--- src/rtl/cam_pkg.sv ---
package cam_pkg;

  typedef enum logic [2:0] {
    OP_IDLE,
    OP_SEARCH,
    OP_PURGE,
    OP_INSERT,
    OP_STEP
  } cam_op_e;

  function automatic int idx_bits(input int n);
    return (n > 1) ? $clog2(n) : 1;
  endfunction

endpackage

--- src/rtl/cam_lowest.sv ---
module cam_lowest #(
  parameter int N  = 8,
  parameter int IW = 3
) (
  input  logic [N-1:0]  req,
  output logic [IW-1:0] idx,
  output logic          any
);

  always_comb begin
    idx = '0;
    for (int i = N - 1; i >= 0; i--) begin
      if (req[i]) idx = IW'(i);
    end
  end

  assign any = |req;

endmodule

--- src/rtl/cam_store.sv ---
module cam_store #(
  parameter int WORDS = 8,
  parameter int WIDTH = 16,
  parameter int IW    = 3
) (
  input  logic             clk,
  input  logic             rst,
  input  logic             wr_go,
  input  logic [IW-1:0]    wr_slot,
  input  logic [WIDTH-1:0] wr_word,
  input  logic [WORDS-1:0] clr_vec,
  input  logic [WIDTH-1:0] cmp_arg,
  input  logic [WIDTH-1:0] cmp_key,
  input  logic [IW-1:0]    rd_slot,
  output logic [WIDTH-1:0] rd_word,
  output logic [WORDS-1:0] hit_vec,
  output logic [WORDS-1:0] occ_vec
);

  logic [WIDTH-1:0] mem [WORDS];
  logic [WORDS-1:0] occ_q;

  // word storage: no reset, one write port
  always_ff @(posedge clk) begin
    if (wr_go) mem[wr_slot] <= wr_word;
  end

  always_ff @(posedge clk) begin
    if (rst) begin
      occ_q <= '0;
    end else begin
      for (int i = 0; i < WORDS; i++) begin
        if (wr_go && (wr_slot == IW'(i))) occ_q[i] <= 1'b1;
        else if (clr_vec[i])              occ_q[i] <= 1'b0;
      end
    end
  end

  // per-word masked equality: XNOR per bit, AND across enabled bits
  for (genvar g = 0; g < WORDS; g++) begin : g_cmp
    logic [WIDTH-1:0] same;
    assign same       = ~(mem[g] ^ cmp_arg) | ~cmp_key;
    assign hit_vec[g] = occ_q[g] & (&same);
  end

  assign rd_word = mem[rd_slot];
  assign occ_vec = occ_q;

endmodule

--- src/rtl/mask_cam.sv ---
module mask_cam
  import cam_pkg::*;
#(
  parameter int WORDS = 8,
  parameter int WIDTH = 16,
  localparam int IW   = cam_pkg::idx_bits(WORDS)
) (
  input  logic             clk,
  input  logic             rst,
  input  logic             arg_load,
  input  logic [WIDTH-1:0] arg_in,
  input  logic             key_load,
  input  logic [WIDTH-1:0] key_in,
  input  logic             search,
  input  logic             wr_en,
  input  logic [WIDTH-1:0] wr_data,
  input  logic             inval,
  input  logic             next,
  output logic             full,
  output logic [WORDS-1:0] match_vec,
  output logic             rd_valid,
  output logic [WIDTH-1:0] rd_data,
  output logic [IW-1:0]    rd_index,
  output logic             done
);

  cam_op_e          op;
  logic [WIDTH-1:0] arg_q, key_q;
  logic [WORDS-1:0] match_q;
  logic [WORDS-1:0] hit_vec, valid_vec;
  logic [WIDTH-1:0] rd_word;
  logic [IW-1:0]    free_idx, hit_idx;
  logic             free_any, hit_any;
  logic             wr_go;
  logic [WORDS-1:0] clr_vec;

  always_comb begin
    if (search)     op = OP_SEARCH;
    else if (inval) op = OP_PURGE;
    else if (wr_en) op = OP_INSERT;
    else if (next)  op = OP_STEP;
    else            op = OP_IDLE;
  end

  cam_lowest #(.N(WORDS), .IW(IW)) u_free (
    .req(~valid_vec), .idx(free_idx), .any(free_any)
  );

  cam_lowest #(.N(WORDS), .IW(IW)) u_hit (
    .req(match_q), .idx(hit_idx), .any(hit_any)
  );

  assign wr_go   = (op == OP_INSERT) && free_any;
  assign clr_vec = (op == OP_PURGE) ? match_q : '0;

  cam_store #(.WORDS(WORDS), .WIDTH(WIDTH), .IW(IW)) u_store (
    .clk(clk), .rst(rst),
    .wr_go(wr_go), .wr_slot(free_idx), .wr_word(wr_data),
    .clr_vec(clr_vec),
    .cmp_arg(arg_q), .cmp_key(key_q),
    .rd_slot(hit_idx), .rd_word(rd_word),
    .hit_vec(hit_vec), .occ_vec(valid_vec)
  );

  always_ff @(posedge clk) begin
    if (rst) begin
      arg_q    <= '0;
      key_q    <= '0;
      match_q  <= '0;
      rd_valid <= 1'b0;
      rd_data  <= '0;
      rd_index <= '0;
    end else begin
      if (arg_load) arg_q <= arg_in;
      if (key_load) key_q <= key_in;
      case (op)
        OP_SEARCH: begin
          match_q  <= hit_vec;
          rd_valid <= 1'b0;
        end
        OP_PURGE: begin
          match_q  <= '0;
          rd_valid <= 1'b0;
        end
        OP_STEP: begin
          if (hit_any) begin
            rd_valid         <= 1'b1;
            rd_data          <= rd_word;
            rd_index         <= hit_idx;
            match_q[hit_idx] <= 1'b0;
          end else begin
            rd_valid <= 1'b0;
          end
        end
        default: ;
      endcase
    end
  end

  assign match_vec = match_q;
  assign full      = ~free_any;
  assign done      = ~hit_any;

endmodule

--- config.mk ---
export PLATFORM = sky130hd
export DESIGN_NAME = mask_cam
export DESIGN_NICKNAME = d
export VERILOG_FILES = /design/src/rtl/cam_pkg.sv /design/src/rtl/cam_lowest.sv /design/src/rtl/cam_store.sv /design/src/rtl/mask_cam.sv
export SDC_FILE = /design/constraint.sdc
export NUM_CORES = 1
export LEC_CHECK = 0
export ABC_AREA = 1
export CAP_MARGIN = 5
export CORE_UTILIZATION = 25
export DETAILED_ROUTE_END_ITERATION = 10
export DONT_BUFFER_PORTS = 1
export PLACE_DENSITY = 0.42
export SYNTH_ARGS = -nofsm -noshare
export SYNTH_HDL_FRONTEND = slang
export SYNTH_HIERARCHICAL = 1
export SYNTH_SLANG_ARGS = --single-unit
export TNS_END_PERCENT = 5
--- constraint.sdc ---
create_clock -name clk -period 2.1 [get_ports clk]
set_clock_uncertainty 0.15 [all_clocks]
set_input_delay 0.315 -clock clk [delete_from_list [all_inputs] [get_ports clk]]
set_output_delay 0.315 -clock clk [all_outputs]
set_load 0.03 [all_outputs]
==> run_results.csv <==
group,metric,value,unit
pwr,powerDensity,696,nW/um2
setup_path,r2r_end,"rd_data[11]",
timing,grt_setup_unrepaired,"yes",
die,rows,75,
setup_path,crit_path_max_fanout,6,
timing,worstMarginPinSlew,676,ps
timing,finalHoldViolCount,0,
detailed_routing,drtIter0Drc,854,
timing,finalSetupViolations,10,
grt,grt_pass1_wl,56100,um
logic_synthesis,synth_cell_types,29,
pwr,power.switching,2.81,mW
die,die_y,208,um
timing,post-route-period-util,102,%
clocking,cts.root.buffer_cell,"clkbuf_16",
pwr,p_leak,5.57,nW
cells_and_area,final_common_cell,"nand2_1",
die,initial_core_util,25.4,%
cells_and_area,mostFrequentLayoutCells,"375 x nand2_1, 241 x nor2_1, 148 x inv_1, 141 x nand3_1, 128 x edfxtp_1",
grt,antenna_found_initial,1,
detailed_routing,postRouteAntennaNets,0,
setup_path,cp_data_arrival_time,2390,ps
pwr,internal_power,6.62,mW
placed_design,post-place-ws,-42.2,ps
clocking,cts.clk_slew.worst_paths,80,ps
cells_and_area,multi_input_area,4540,um2
clocking,ctsLongestPathBuffers,2,
pwr,irDropWorstVdd,0.506,mV
detailed_routing,post-route-drc-count,0,
timing,period_needed,2140,ps
logic_synthesis,avgSynthCellArea,7.37,um2
setup_path,crit_required,2350,ps
clocking,cts_tree,"done",
min_path,min-delay-path-class,"input pin to flip-flop",
detailed_routing,finalWirelength,38000,um
grt,grt_max_degree,42,
logic_synthesis,ys_async_sr_fraction,0,%
logic_synthesis,yosys_most_used_dff,"edfxtp_1",
detailed_routing,vias,9597,
cells_and_area,fin_area,13500,um2
setup_path,start_kind,"flip-flop",
timing,fin_ws,-42.8,ps
logic_synthesis,yosysWarnings,6,
timing,drv_slew,0,
setup_path,reg2reg_depth,17,
setup_path,crit_path_end_kind,"flip-flop",
cells_and_area,syn_to_final_growth,27.1,%
min_path,hold_depth,3,
run,drv_cap,0,
cells_and_area,drive_gt1_share,12.6,%
clocking,cts_sinks,196,
cells_and_area,fillers,4414,
pwr,power.total,9.43,mW
placed_design,hpwl,27300,um
cells_and_area,fin_nets,1610,
detailed_routing,vias_per_cell,4.56,
cells_and_area,num_antenna_cells,0,
timing,relSlewSlack,54.8,%
min_path,hold_path_end,"match_vec[2]",
die,io_pins,86,
pwr,p_seq_share,46.1,%
grt,grt_overflow,0,
grt,grt_pass1_vias,9027,
run_status,violations,"negative setup slack",
run_status,status,"finished, violations left",
logic_synthesis,synth_edf_count,128,
timing,setup-tns-final,-223,ps
placed_design,place_area,11700,um2
timing,fmax,0.467,GHz
detailed_routing,wl_per_cell,18.0,um
setup_path,worst-setup-path-type,"flip-flop to flip-flop",
logic_synthesis,syn_area,10700,um2
die,dieArea,43400,um2
die,die_w,208,um
pwr,power.share.switching,29.8,%
logic_synthesis,syn_nets,1501,
cells_and_area,ff_latch_area,5220,um2
pwr,power_frac_comb,18.0,%
clocking,clock_latency,470,ps
placed_design,gp_congestion,0.865,
clocking,numCtsBuffers,17,
grt,grtUsageTotal,17.6,%
logic_synthesis,ys_seq_elements,196,
setup_path,r2r_slack,-40,ps
logic_synthesis,ys_seq_area_share,48.9,%
detailed_routing,firstDrtPassIters,5,
placed_design,port_buffers,0,
pwr,pwr-share-clk,35.9,%
clocking,htreeDepth,4,
die,core,41900,um2
logic_synthesis,syn_inst,1445,
setup_path,reg2reg_from,"match_vec[7]",
min_path,min_from,"rst",
==> stage by stage <==
step | instances | util [%] | hold WS [ps]
after detailed placement | 1978 | 28.0 | 241
after global routing | 2106 | 32.3 | 41.0
after floorplan | 1445 | - | 264
final | 2106 | 32.3 | 40.4
after CTS | 2096 | 31.5 | 24.6
after global placement | 1978 | 28.0 | 238
==> cell families (layout without fill, tap and decap cells) <==
logic type | after synthesis | count (layout) | synth area share (%)
and+or+nand+nor | 794 | 794 | 30.3
AOI/OAI and AO/OA | 216 | 216 | 11.1
DFF | 196 | 196 | 48.9
buffers and inverters | 239 | 361 | 9.80
==> cells in the mapped netlist (4+ instances only) <==
| library cell | count | area, um2 |
|---|---|---|
| clkbuf_2 | 6 | 30.0 |
| nand2_1 | 378 | 1420 |
| o21a_1 | 18 | 135 |
| buf_4 | 4 | 30.0 |
| o21ai_1 | 16 | 80.1 |
| buf_6 | 11 | 124 |
| a21oi_2 | 10 | 87.6 |
| inv_1 | 157 | 589 |
| clkbuf_1 | 22 | 82.6 |
| edfxtp_1 | 128 | 3840 |
| o21ai_0 | 83 | 415 |
| dfxtp_1 | 68 | 1360 |
| nor2_1 | 259 | 972 |
| buf_1 | 4 | 15.0 |
| o22ai_1 | 9 | 56.3 |
| nand3_1 | 144 | 721 |
| a21oi_1 | 78 | 390 |
| buf_2 | 31 | 155 |
==> registers in the layout, summed over array words and instances (netlist names) <==
signal,flops
arg_q,16
rd_valid,1
match_vec,8
rd_data,16
rd_index,3
u_store/occ_vec,8
u_store/mem,128
key_q,16
==> critical path: stages, from the launching register on <==
cell and delay [ps]:
dfxtp_2 340, buf_6 90, nand2_2 40, nand2_1 40, nand2_1 40, nand2_1 60, nand2_2 70, a21oi_4 170
buf_12 140, inv_4 70, buf_12 140, buf_6 110, a21oi_2 110, o21ai_1 70, nand3_1 80, o21a_1 130
nand3_2 80, a21oi_2 140
==> worst max-delay path by stage <==
stage	from	endpoint	slack (ps)
2_1_floorplan	u_store/occ_vec[6]	u_store/mem[1][0]	-140
3_3_place_gp	arg_q[3]	match_vec[1]	-30
3_5_place_dp	arg_q[3]	match_vec[1]	-40
4_1_cts	match_vec[7]	done	-120
5_1_grt	match_vec[7]	rd_data[2]	-170
6_report	match_vec[7]	rd_data[11]	-40
==> cell type report <==
type | count | share of cell area, %
Timing Repair Buffer | 168 | 14.0
Clock inverter | 14 | 1.19
Inverter | 161 | 4.50
Multi-Input combinational cell | 1010 | 33.5
Tap cell | 539 | 4.98
Sequential cell | 196 | 38.6
Clock buffer | 18 | 3.17
==> layer usage <==
metal / up-vias / wire length [um] / global-route usage [%]
met1: 4494 / 19000 / 25.3
met3: 19 / 2300 / 4.45
met2: 210 / 16300 / 26.2
met4: 0 / 354 / 3.91
li1: 4874 / - / -
met5: - / 0 / 0
==> timing repair <==
| action | in CTS | in global routing |
|---|---|---|
| endpoints found under the hold margin | 188 | 0 |
| buffers inserted | 4 | 5 |
| pin swaps | 3 | 9 |
| hold buffers | 82 | 0 |
| resized for setup | 15 | 60 |
| gates cloned | 0 | 5 |
| endpoints found under the setup margin | 7 | 162 |
==> power by group through the flow <==
stage,Combinational (mW),Sequential (mW),Clock [mW]
finish,1.69,4.35,3.38
global route,1.87,4.37,3.66
CTS,1.54,4.34,3.48
detailed placement,1.33,4.43,0
global placement,1.33,4.43,0
floorplan,0.943,4.32,0
Note: power is estimated with default switching activity, not from simulation.
